`src/rtl/rcr_pkg.sv`:
```
// Package: shared widths and bit positions for the reset control port.
// Assumes an 8-bit data path and 16-bit I/O addresses by default.
package rcr_pkg;
    localparam int unsigned IO_ADDR_W = 16;
    localparam int unsigned IO_DATA_W = 8;
    localparam logic [IO_ADDR_W-1:0] DEF_PORT_ADDR = 16'hCF9;
    localparam int unsigned DEF_TRIG_BIT = 2;
    localparam int unsigned DEF_TYPE_BIT = 1;

    // Kind of access the decoder found for the current cycle
    typedef enum logic [1:0] {
        ACC_NONE  = 2'b00,
        ACC_READ  = 2'b01,
        ACC_WRITE = 2'b10
    } acc_kind_e;
endpackage

```
`src/rtl/rcr_decode.sv`:
```
// Module: address decoder for the reset control port.
// Sorts each cycle into a port read, a port write or no access.
// Assumes io_valid qualifies io_write and io_addr.
module rcr_decode #(
    parameter int unsigned ADDR_W = rcr_pkg::IO_ADDR_W,
    parameter logic [ADDR_W-1:0] PORT_ADDR = rcr_pkg::DEF_PORT_ADDR
) (
    input  logic              io_valid,
    input  logic              io_write,
    input  logic [ADDR_W-1:0] io_addr,
    output rcr_pkg::acc_kind_e acc
);
    // Purpose: classify the access against the single decoded address
    always_comb begin
        acc = rcr_pkg::ACC_NONE;
        if (io_valid && (io_addr == PORT_ADDR)) begin
            acc = io_write ? rcr_pkg::ACC_WRITE : rcr_pkg::ACC_READ;
        end
    end
endmodule

```
`src/rtl/rcr_store.sv`:
```
// Module: storage and request pulse for the reset control port.
// A port write with the trigger bit set raises a one-cycle request and keeps
// the stored byte. Any other port write keeps only the type bit.
// Assumes a synchronous active-low reset.
module rcr_store #(
    parameter int unsigned DATA_W   = rcr_pkg::IO_DATA_W,
    parameter int unsigned TRIG_BIT = rcr_pkg::DEF_TRIG_BIT,
    parameter int unsigned TYPE_BIT = rcr_pkg::DEF_TYPE_BIT
) (
    input  logic              clk,
    input  logic              rst_n,
    input  rcr_pkg::acc_kind_e acc,
    input  logic [DATA_W-1:0] wdata,
    output logic [DATA_W-1:0] stored_q,
    output logic              req_q
);
    localparam logic [DATA_W-1:0] KEEP_MASK = DATA_W'(1) << TYPE_BIT;

    logic is_wr;
    logic is_trig;

    // Purpose: split port writes into trigger writes and type writes
    always_comb begin
        is_wr   = (acc == rcr_pkg::ACC_WRITE);
        is_trig = is_wr && wdata[TRIG_BIT];
    end

    // Purpose: hold the filtered type byte; trigger writes leave it alone
    always_ff @(posedge clk) begin
        if (!rst_n) begin
            stored_q <= '0;
        end else if (is_wr && !is_trig) begin
            stored_q <= wdata & KEEP_MASK;
        end
    end

    // Purpose: register one request cycle for each trigger write
    always_ff @(posedge clk) begin
        if (!rst_n) begin
            req_q <= 1'b0;
        end else begin
            req_q <= is_trig;
        end
    end
endmodule

```
`src/rtl/rcr_rdmux.sv`:
```
// Module: read path for the reset control port.
// Returns the stored byte for a port read and zero otherwise.
module rcr_rdmux #(
    parameter int unsigned DATA_W = rcr_pkg::IO_DATA_W
) (
    input  rcr_pkg::acc_kind_e acc,
    input  logic [DATA_W-1:0] stored_q,
    output logic [DATA_W-1:0] rdata,
    output logic              rvalid
);
    // Purpose: gate the stored byte onto the read bus for port reads only
    always_comb begin
        rvalid = (acc == rcr_pkg::ACC_READ);
        rdata  = rvalid ? stored_q : '0;
    end
endmodule

```
`src/rtl/rst_ctl_port.sv`:
```
// Module: top of the system reset control port.
// Contains the decoder, the storage and request logic, and the read mux.
// Assumes one I/O access per cycle and a synchronous active-low reset.
module rst_ctl_port #(
    parameter int unsigned ADDR_W   = rcr_pkg::IO_ADDR_W,
    parameter int unsigned DATA_W   = rcr_pkg::IO_DATA_W,
    parameter logic [ADDR_W-1:0] PORT_ADDR = rcr_pkg::DEF_PORT_ADDR,
    parameter int unsigned TRIG_BIT = rcr_pkg::DEF_TRIG_BIT,
    parameter int unsigned TYPE_BIT = rcr_pkg::DEF_TYPE_BIT
) (
    input  logic              clk,
    input  logic              rst_n,
    input  logic              io_valid,
    input  logic              io_write,
    input  logic [ADDR_W-1:0] io_addr,
    input  logic [DATA_W-1:0] io_wdata,
    output logic [DATA_W-1:0] io_rdata,
    output logic              io_rvalid,
    output logic              sys_rst_req
);
    rcr_pkg::acc_kind_e acc;
    logic [DATA_W-1:0]  stored_q;

    rcr_decode #(.ADDR_W(ADDR_W), .PORT_ADDR(PORT_ADDR)) u_dec (
        .io_valid (io_valid),
        .io_write (io_write),
        .io_addr  (io_addr),
        .acc      (acc)
    );

    rcr_store #(.DATA_W(DATA_W), .TRIG_BIT(TRIG_BIT), .TYPE_BIT(TYPE_BIT)) u_store (
        .clk      (clk),
        .rst_n    (rst_n),
        .acc      (acc),
        .wdata    (io_wdata),
        .stored_q (stored_q),
        .req_q    (sys_rst_req)
    );

    rcr_rdmux #(.DATA_W(DATA_W)) u_rd (
        .acc      (acc),
        .stored_q (stored_q),
        .rdata    (io_rdata),
        .rvalid   (io_rvalid)
    );
endmodule

```
`config.mk`:
```
export PLATFORM = sky130hd
export DESIGN_NAME = rst_ctl_port
export DESIGN_NICKNAME = d
export VERILOG_FILES = /design/src/rtl/rcr_pkg.sv /design/src/rtl/rcr_decode.sv /design/src/rtl/rcr_store.sv /design/src/rtl/rcr_rdmux.sv /design/src/rtl/rst_ctl_port.sv
export SDC_FILE = /design/constraint.sdc
export NUM_CORES = 1
export LEC_CHECK = 0
export BUFFER_PORTS_ARGS = -buffer_cell sky130_fd_sc_hd__buf_2
export CORE_AREA = 2 2 39 41
export CTS_CLUSTER_SIZE = 28
export DETAILED_ROUTE_END_ITERATION = 16
export DIE_AREA = 0 0 41 43
export PLACE_DENSITY = 0.53
export RECOVER_POWER = 50
export SYNTH_ARGS = -nofsm -noshare
export SYNTH_HDL_FRONTEND = slang
export SYNTH_SLANG_ARGS = --single-unit
```
`constraint.sdc`:
```
create_clock -name clk -period 1.2 [get_ports clk]
set_clock_uncertainty 0.1 [all_clocks]
set_input_delay 0.18 -clock clk [delete_from_list [all_inputs] [get_ports clk]]
set_output_delay 0.18 -clock clk [all_outputs]
set_load 0.005 [all_outputs]
```
* Word-level counts from Yosys, hierarchy flattened
Index checks and enable logic that the tools add are counted.
Storage, ports and cells: output and inout port bits 10, word-level logic and storage cells 12, flip-flop bits (word level) 2
Operators by class: mux-type cells 3, reduce and logical (&&, ||, !) cells 4, equal/unequal tests 3
Operators by type and width (number):
- equality test 16 x 12 -> 1 bit, second input constant | 1
- two-way mux 2 bit | 3
- logical AND 1 bit | 3
- equality test 2 x 1 -> 1 bit, second input constant | 1
- equality test 2 bit, second input constant | 1
- logical NOT 1 bit | 1

* Depth between registers and ports, before layout
Gate-level depths: netlist (run 1).
depth in word-level cells 7, gate-level depth with buffers 4

* Hierarchy
A second synthesis (run 1) with hierarchy kept.
Second synthesis, totals: cell total of the unflattened synthesis 33, area total of the unflattened synthesis 281.5 µm²
By module, submodules not included:
- rcr_store | cells each 15, area an instance 137.6 µm², instances 1
- rcr_rdmux | cells each 9, area an instance 76.3 µm², instances 1
- rcr_decode | cells each 9, area an instance 67.6 µm², instances 1

* Worst setup path after synthesis (run 1)
Ideal clock, no wire load.
path kind in2out, from in io_addr[12], to out io_rdata[1], path slack 30 ps, data arrival time 890 ps, stages on the path 4, required time 920 ps, buffers on the path 0, cell sequence nor4b_2 and3_1 nand2_1 nor3b_1
Between the ends: word-level cells in the longest chain between the ends 5
Ends and longest elaborated chain:
- start, declared | RTL line rst_ctl_port.sv:15 | input logic [ADDR_W-1:0] io_addr,
- equality test 16 x 12 -> 1 bit | RTL line rcr_decode.sv:16 | if (io_valid && (io_addr == PORT_ADDR)) begin
- logical AND 1 bit | RTL line rcr_decode.sv:16
- two-way mux 2 bit | RTL line rcr_decode.sv:16
- equality test 2 x 1 -> 1 bit | RTL line rcr_rdmux.sv:13 | rvalid = (acc == rcr_pkg::ACC_READ);
- two-way mux 2 bit | RTL line rcr_rdmux.sv:14 | rdata = rvalid ? stored_q : '0;
- end, declared | RTL line rst_ctl_port.sv:17 | output logic [DATA_W-1:0] io_rdata,
Every way passes these cells.

* Worst setup path in the final report (run 1)
from in io_addr[15], to out io_rdata[1]
The elaborated chain is that of the path after synthesis.

==> results of run 1 <==
==> cells by family (layout without fill, tap and decap cells) <==
family | after synthesis | after routing | share of synthesized area (%)
multiplexers | 1 | 1 | 4.76
AND/OR/NAND/NOR | 14 | 14 | 49.4
flip-flops | 2 | 2 | 19.0
other | 1 | 7 | 1.78
buffers and inverters | 7 | 31 | 25.0
==> path summary, 6_finish.rpt <==
kind | from | endpoint
setup reg to reg | u_store.stored_q[1] | u_store.stored_q[1]
hold / removal | io_wdata[1] | u_store.stored_q[1]
setup / recovery | io_addr[15] | io_rdata[1]
hold reg to reg | u_store.stored_q[1] | u_store.stored_q[1]
==> cell type report <==
class | instances | area (um^2)
tap | 16 | 20.0
sequential | 2 | 40.0
timing repair buffer | 28 | 168
multi-input combinational | 22 | 175
clock buffer | 3 | 22.5
fill | 156 | 958
==> sequential cells by signal (all words and copies together), names as in the netlist <==
name              count
u_store.stored_q      1
u_store.req_q         1
==> worst max-delay path, delay by kind of cell <==
| family | cells | cell delay, ps |
|---|---|---|
| buffers and inverters | 2 | 240 |
| AND/OR/NAND/NOR | 4 | 680 |
==> power by group through the flow <==
stage | registers, mW | logic (mW) | clock network (mW)
finish | 0.0670 | 0.0632 | 0.148
detailed placement | 0.0679 | 0.0512 | 0
global placement | 0.0679 | 0.0503 | 0
global route | 0.0669 | 0.0689 | 0.162
floorplan | 0.0679 | 0.0304 | 0
CTS | 0.0670 | 0.0598 | 0.161
==> cells in the final DEF (no fill, tap or decap) <==
master	n
nor4b_4	1
buf_2	20
nand3_1	1
nor2_1	1
clkbuf_1	1
conb_1	7
nor2_2	1
nor3b_1	1
nand4_1	1
nor3b_4	1
buf_6	3
buf_4	4
mux2i_1	1
clkbuf_4	3
dfxtp_1	2
nor4bb_2	1
nand4b_1	1
nand2_4	1
nor3b_2	1
and3_4	1
nand2_1	2
==> metal layers <==
metal	wire, um	share of wire [%]
met1	197	32
met2	354	57
met3	65	11
met5	0	0
met4	0	0
==> per-stage QoR <==
step,power (mW),hold WS (ps),std cells
4_1_cts,0.287,98.8,71
2_1_floorplan,0.0983,206,31
5_1_grt,0.298,111,71
6_report,0.278,106,71
3_3_place_gp,0.118,330,64
3_5_place_dp,0.119,340,64
==> timing repair <==
action / in CTS / in global routing
endpoints found under the setup margin: 2 / 3
pin swaps: 6 / 3
buffers inserted: 4 / 0
gates resized for setup: 8 / 2
==> summary.txt, run 1 <==
Status - finished, violations left
Failing checks - negative setup slack
Pin count of the biggest net entering global routing - 5
VDD IR max - 0.000154 V
Hold-fix buffers, CTS - 0
Slowest cell on crit path - nor4b_4
RSZ-0062 raised after global routing - true
Synth warn - 0
Drt pass-1 iters - 1
Starting Density - 15.2%
Cell count after synthesis - 25
GR peak layer - met2
Most common cell in the netlist - buf_4
Asr flop ratio synth - 0%
Synthesized area per cell - 8.41 um^2
Top cells by count, synth - 7 x buf_4, 3 x nand2_1, 2 x dfxtp_1, 2 x nor2_1, 2 x nor3b_1
Vias in the first global route - 277
Drt drc - 0
Worst Path Arrival - 1100 ps
DIE HEIGHT - 43 um
WS Path Type - input pin to output pin
Detail Placement HPWL - 468 um
Total GRT Usage - 7.81%
R2R depth - 2
Layout Nets - 85
IO Port Bufs - 24
Worst hold stages - 3
Clk_lat worst skew - 220 ps
CTS tree - done
GP Congestion - 0.536
Bufs on Longest Clock Path - 2
Critical Path End Type - output pin
M1 GR Usage - 6.37%
Grt ovf - 0
Sw Pwr - 61.8 uW
Met3 usage - 0%
Crit-path cells - buf_2 -> nor4b_4 -> and3_4 -> nand2_4 -> nor3b_2 -> buf_2
Die area - 1760 um^2
Tmin final - 1380 ps
Via count - 273
Final Max Slew Viols - 0
Dpl ws - -247 ps
Initial antenna violation count - 0
Hold/Removal Path Class - input pin to flop
Post-Syn Area - 210 um^2
Cell area power density - 654 nW/um^2
Worst-path clk slew - 30 ps
Main synth FF type - dfxtp_1
Horiz. Die Dim - 41 um
CTS buffer count - 3
WL/cell - 8.69 um
#FFs+latches synth - 2
Final WS setup - -179 ps
# H-tree levels - 1
Post-synth EDFFs - 0
Post-Route WL - 617 um
Sw Share - 22.2%
First-pass GRT wire length - 917 um
Share of cells above drive strength 1 - 67.3%
Most common cell on crit path - buf_2
Fmax - 725 MHz
Placed Area - 320 um^2
Pint - 216 uW
Final Core Density - 30.7%
Clk root buf - clkbuf_4
Reg power frac - 24.1%
Core footprint - 1380 um^2
Layout area overhead - 102%
Final Instance Area - 425 um^2
Ant. Diodes - 0
Setup violators final - 3
Largest stage delay on the critical path - 240 ps
Post-synthesis sequential area ratio - 19.0%
IO Pins - 38
Final Cycle Share - 115%
Vias per cell - 3.85
Setup TNS - -402 ps
Synth area leader - buf_4
Core Rows - 14
Detailed router's first-iteration violation count - 0
Final Hold Fails - 0
Lkg Pwr - 0.229 nW
Clock Power Share - 53.2%
Count of cell types in the netlist - 14
Top-area cell type share of the netlist area - 25.0%
CP required - 920 ps
R2R Setup Slk - 550 ps
Detail Route Antenna Nets - 0
Combinational power share - 22.7%
Global-route met2 utilization - 14.4%
Worst Path Max Fanout - 3
Leading post-synthesis cells by cell area - buf_4 25%, dfxtp_1 19%, nor3b_4 8.9%
CP Launch Type - input pin
Max cap viols - 0
Sink Count - 2
Power figures use the tool's default switching activity.
==> run 2: changes to the inputs <==
--- a/config.mk
+++ b/config.mk
@@ -6,11 +6,13 @@
 export NUM_CORES = 1
 export LEC_CHECK = 0
 export BUFFER_PORTS_ARGS = -buffer_cell sky130_fd_sc_hd__buf_2
-export CORE_AREA = 2 2 39 41
+export CELL_PAD_IN_SITES_DETAIL_PLACEMENT = 0
+export CELL_PAD_IN_SITES_GLOBAL_PLACEMENT = 1
+export CORE_MARGIN = 2
+export CORE_UTILIZATION = 13
 export CTS_CLUSTER_SIZE = 28
 export DETAILED_ROUTE_END_ITERATION = 16
-export DIE_AREA = 0 0 41 43
-export PLACE_DENSITY = 0.53
+export PLACE_DENSITY = 0.71
 export RECOVER_POWER = 50
 export SYNTH_ARGS = -nofsm -noshare
 export SYNTH_HDL_FRONTEND = slang
==> summary.txt, run 2 (synthesis gave the netlist of run 1 again) <==
Fmax - 728 MHz
Post-Route WL - 524 um
WL/cell - 7.49 um
Sink Count - 2
Setup TNS - -270 ps
Ant. Diodes - 0
Drt pass-1 iters - 1
Overall Power - 274 uW
Layout Nets - 84
# H-tree levels - 1
First-pass GRT wire length - 834 um
Clk root buf - clkbuf_4
R2R Setup Slk - 560 ps
Final Core Density - 26.0%
Worst Path Max Fanout - 3
Pin count of the biggest net entering global routing - 5
Die area - 1950 um^2
Worst-path clk slew - 30 ps
Tmin final - 1370 ps
Placed Area - 343 um^2
Final Max Slew Viols - 0
Bufs on Longest Clock Path - 2
Total GRT Usage - 6.12%
Final WS setup - -174 ps
Starting Density - 14.0%
Vias in the first global route - 236
GP Congestion - 0.691
CP Launch Type - input pin
Most frequent cells in the layout - 22 x buf_2, 7 x conb_1, 3 x clkbuf_4, 3 x buf_4
Critical Path End Type - output pin
Grt ovf - 0
Final Hold Fails - 0
RSZ-0062 raised after global routing - true
Core footprint - 1510 um^2
Final Instance Area - 392 um^2
Via count - 265
Max cap viols - 0
Lkg Pwr - 0.211 nW
Failing checks - negative setup slack
Share of cells above drive strength 1 - 64.8%
CTS tree - done
Status - finished, violations left
Detailed router's first-iteration violation count - 0
IO Port Bufs - 24
Hold/Removal Path Class - input pin to flop
Core Rows - 14
CTS buffer count - 3
Detail Placement HPWL - 454 um
Initial antenna violation count - 0
Detail Route Antenna Nets - 0
Clk_lat worst skew - 220 ps
IO Pins - 38
Layout area overhead - 86.3%
Hold-fix buffers, CTS - 0
Drt drc - 0
Vias per cell - 3.79
Final Cycle Share - 115%
VDD IR max - 0.000296 V
WS Path Type - input pin to output pin
Horiz. Die Dim - 44.2 um
Worst Path Arrival - 1090 ps
CP required - 920 ps
Commonest non-fill, non-tap cell in the layout - buf_2
Setup violators final - 2
Cell area power density - 700 nW/um^2
DIE HEIGHT - 44.2 um
Top Registers - u_store.req_q (1), u_store.stored_q (1)
-- run 2: cell types whose count changed in the layout (fill, tap and decap cells not counted), sizes merged --
| cell | before | now |
|---|---|---|
| clkbuf | 4 | 3 |
-- run 2: layout make-up --
class,count,area (um^2)
repair buffers,27,155
fillers,172,1110
clock buffers,3,22.5
multi-input cells,22,154
well taps,16,20.0
flip-flops and latches,2,40.0
-- run 2: worst paths after layout --
path | start | to | cells past startpoint
max reg2reg | u_store.stored_q[1] | u_store.stored_q[1] | 2
max | io_addr[13] | io_rdata[1] | 6
min | io_wdata[2] | u_store.req_q | 3
min reg2reg | u_store.stored_q[1] | u_store.stored_q[1] | 2
-- run 2: layer usage --
| metal | GRT usage (%) | wire [um] |
|---|---|---|
| met2 | 10.3 | 265 |
| met4 | 1.82 | 0 |
| met5 | 0 | 0 |
| met1 | 5.39 | 170 |
| met3 | 5.31 | 88 |
-- run 2: through the flow --
stage | instances | worst slack [ps] | hold slack [ps]
2_1_floorplan | 31 | 30.1 | 206
3_3_place_gp | 67 | -237 | 331
3_5_place_dp | 67 | -252 | 330
4_1_cts | 70 | -212 | 89.5
5_1_grt | 70 | -279 | 103
6_report | 70 | -174 | 95.6
-- run 2: critical path: stages --
cell      delay [ps]
buf_6             90
nor4bb_2         250
and3_1           230
nand2_2           80
nor3b_2          140
buf_2            130
-- run 2: what timing repair did --
| item | in CTS | in global routing |
|---|---|---|
| endpoints found under the setup margin | 2 | 2 |
| pin swaps | 4 | 2 |
| buffers inserted | 0 | 0 |
| gates resized for setup | 3 | 2 |
-- run 2: where the power goes --
group          total [mW]  switching, mW  internal [mW]  leakage (nW)
logic              0.0568         0.0207         0.0361         0.181
registers          0.0670   0.0000000412         0.0670        0.0161
clock network       0.150         0.0400          0.110        0.0138
total               0.274         0.0607          0.214         0.211
==> run 3: changes to the inputs <==
--- a/config.mk
+++ b/config.mk
@@ -5,14 +5,15 @@
 export SDC_FILE = /design/constraint.sdc
 export NUM_CORES = 1
 export LEC_CHECK = 0
-export BUFFER_PORTS_ARGS = -buffer_cell sky130_fd_sc_hd__buf_2
 export CELL_PAD_IN_SITES_DETAIL_PLACEMENT = 0
 export CELL_PAD_IN_SITES_GLOBAL_PLACEMENT = 1
-export CORE_MARGIN = 2
-export CORE_UTILIZATION = 13
+export CORE_AREA = 2 2 39 41
+export CTS_BUF_LIST = sky130_fd_sc_hd__clkbuf_4
 export CTS_CLUSTER_SIZE = 28
 export DETAILED_ROUTE_END_ITERATION = 16
-export PLACE_DENSITY = 0.71
+export DIE_AREA = 0 0 41 43
+export DONT_BUFFER_PORTS = 1
+export PLACE_DENSITY = 0.41
 export RECOVER_POWER = 50
 export SYNTH_ARGS = -nofsm -noshare
 export SYNTH_HDL_FRONTEND = slang
==> summary.txt, run 3 (synthesis gave the netlist of run 1 again) <==
Status - finished clean
HP Start - io_wdata[1]
Detailed router's first-iteration violation count - 0
Final WS setup - 11.4 ps
Drt pass-1 iters - 1
R2R depth - 2
# H-tree levels - 1
Fillers - 153
Core footprint - 1380 um^2
DIE HEIGHT - 43 um
Placed cells - 40
CP required - 920 ps
Tmin final - 1190 ps
Top Registers - u_store.req_q (1), u_store.stored_q (1)
CTS tree - done
Final Cycle Share - 99.0%
Detail Route Antenna Nets - 0
WL/cell - 11.0 um
Worst hold stages - 2
GP Congestion - 0.521
WS Path Type - input pin to output pin
Detail Placement HPWL - 415 um
Worst hold slack - 16.9 ps
Hold/Removal Path Class - input pin to flop
Finished Layout Cells - 49
Hold Path Sink - u_store.stored_q[1]
Vias per cell - 4.08
IO Pins - 38
Slowest cell on crit path - nor4bb_4
First-pass GRT wire length - 669 um
Most frequent cells in the layout - 7 x conb_1, 3 x clkbuf_4, 3 x dlygate4sd3_1, 3 x buf_4
Critical Path End Type - output pin
Clk_lat worst skew - 220 ps
Post-Route WL - 541 um
Dpl ws - -113 ps
Ant. Diodes - 0
Clk root buf - clkbuf_4
Crit-path cells - nor4bb_4 -> and3_4 -> nand2_4 -> nor3b_4
Worst Path Max Fanout - 3
Core Rows - 14
R2r endpoint - u_store.stored_q[1]
Sink Count - 2
IO Port Bufs - 0
Final Hold Fails - 0
RSZ-0062 raised after global routing - true
Pin count of the biggest net entering global routing - 5
Share of cells above drive strength 1 - 36.4%
Worst reg2reg path startpoint - u_store.stored_q[1]
R2R Setup Slk - 520 ps
Final Max Slew Viols - 0
Total GRT Usage - 6.19%
Horiz. Die Dim - 41 um
Initial antenna violation count - 0
Starting Density - 15.2%
Bufs on Longest Clock Path - 2
Worst Path Arrival - 910 ps
Max cap viols - 0
Grt ovf - 0
Vias in the first global route - 215
Cell area power density - 751 nW/um^2
Largest stage delay on the critical path - 250 ps
Layout area overhead - 53.6%
Commonest non-fill, non-tap cell in the layout - conb_1
Lkg Pwr - 0.157 nW
VDD IR max - 0.000131 V
Setup violators final - 0
Fmax - 841 MHz
CTS buffer count - 3
Worst-path clk slew - 30 ps
Layout Nets - 63
Via count - 200
CP Launch Type - input pin
Drt drc - 0
Die area - 1760 um^2
-- run 3: cell type report --
| class | instances | area [um^2] | area share, % |
|---|---|---|---|
| sequential | 2 | 40.0 | 12.4 |
| tap | 16 | 20.0 | 6.20 |
| multi-input combinational | 22 | 188 | 58.1 |
| clock buffer | 3 | 22.5 | 6.98 |
| timing repair buffer | 6 | 52.6 | 16.3 |
-- run 3: power by group --
group          switching (mW)  internal, mW
Clock                  0.0370         0.110
Combinational         0.00956        0.0186
Sequential       0.0000000680        0.0670
Total                  0.0466         0.196
-- run 3: worst max-delay path by stage --
stage | startpoint | to | slack (ps) | cells past startpoint
floorplan | io_addr[12] | io_rdata[1] | 30 | 4
global placement | io_addr[8] | io_rdata[1] | -80 | 4
detailed placement | io_addr[8] | io_rdata[1] | -110 | 4
CTS | io_addr[8] | io_rdata[1] | -20 | 4
global route | io_addr[13] | io_rdata[1] | -80 | 4
finish | io_addr[13] | io_rdata[1] | 10 | 4
-- run 3: metrics by stage --
| stage | util [%] | instance area [um^2] | power, mW | setup TNS [ps] |
|---|---|---|---|---|
| final | 23.3 | 323 | 0.242 | 0 |
| after global routing | 23.3 | 323 | 0.254 | -110 |
| after CTS | 21.8 | 302 | 0.249 | -21.3 |
| after detailed placement | 14.5 | 200 | 0.0822 | -113 |
| after global placement | 14.5 | 200 | 0.0822 | -77.3 |
| after floorplan | - | 233 | 0.0983 | 0 |
-- run 3: critical path: cells and delay by family --
kind             cells  cell delay [ps]
and+or+nand+nor      4              720
-- run 3: layer usage --
layer | GRT usage [%] | share of wire (%) | vias to the layer above
met4 | 6.00 | 0 | 0
li1 | - | - | 90
met5 | 0 | 0 | -
met3 | 4.71 | 20 | 0
met1 | 4.11 | 32 | 83
met2 | 9.69 | 48 | 27
-- run 3: timing repair --
item / 4_1_cts / 5_1_grt
pin swaps: 2 / 4
cloned: 0 / 0
endpoints found under the hold margin: 1 / 0
setup buffers: 1 / 2
endpoints found under the setup margin: 1 / 2
hold buffers: 3 / 0
gates resized for setup: 7 / 1
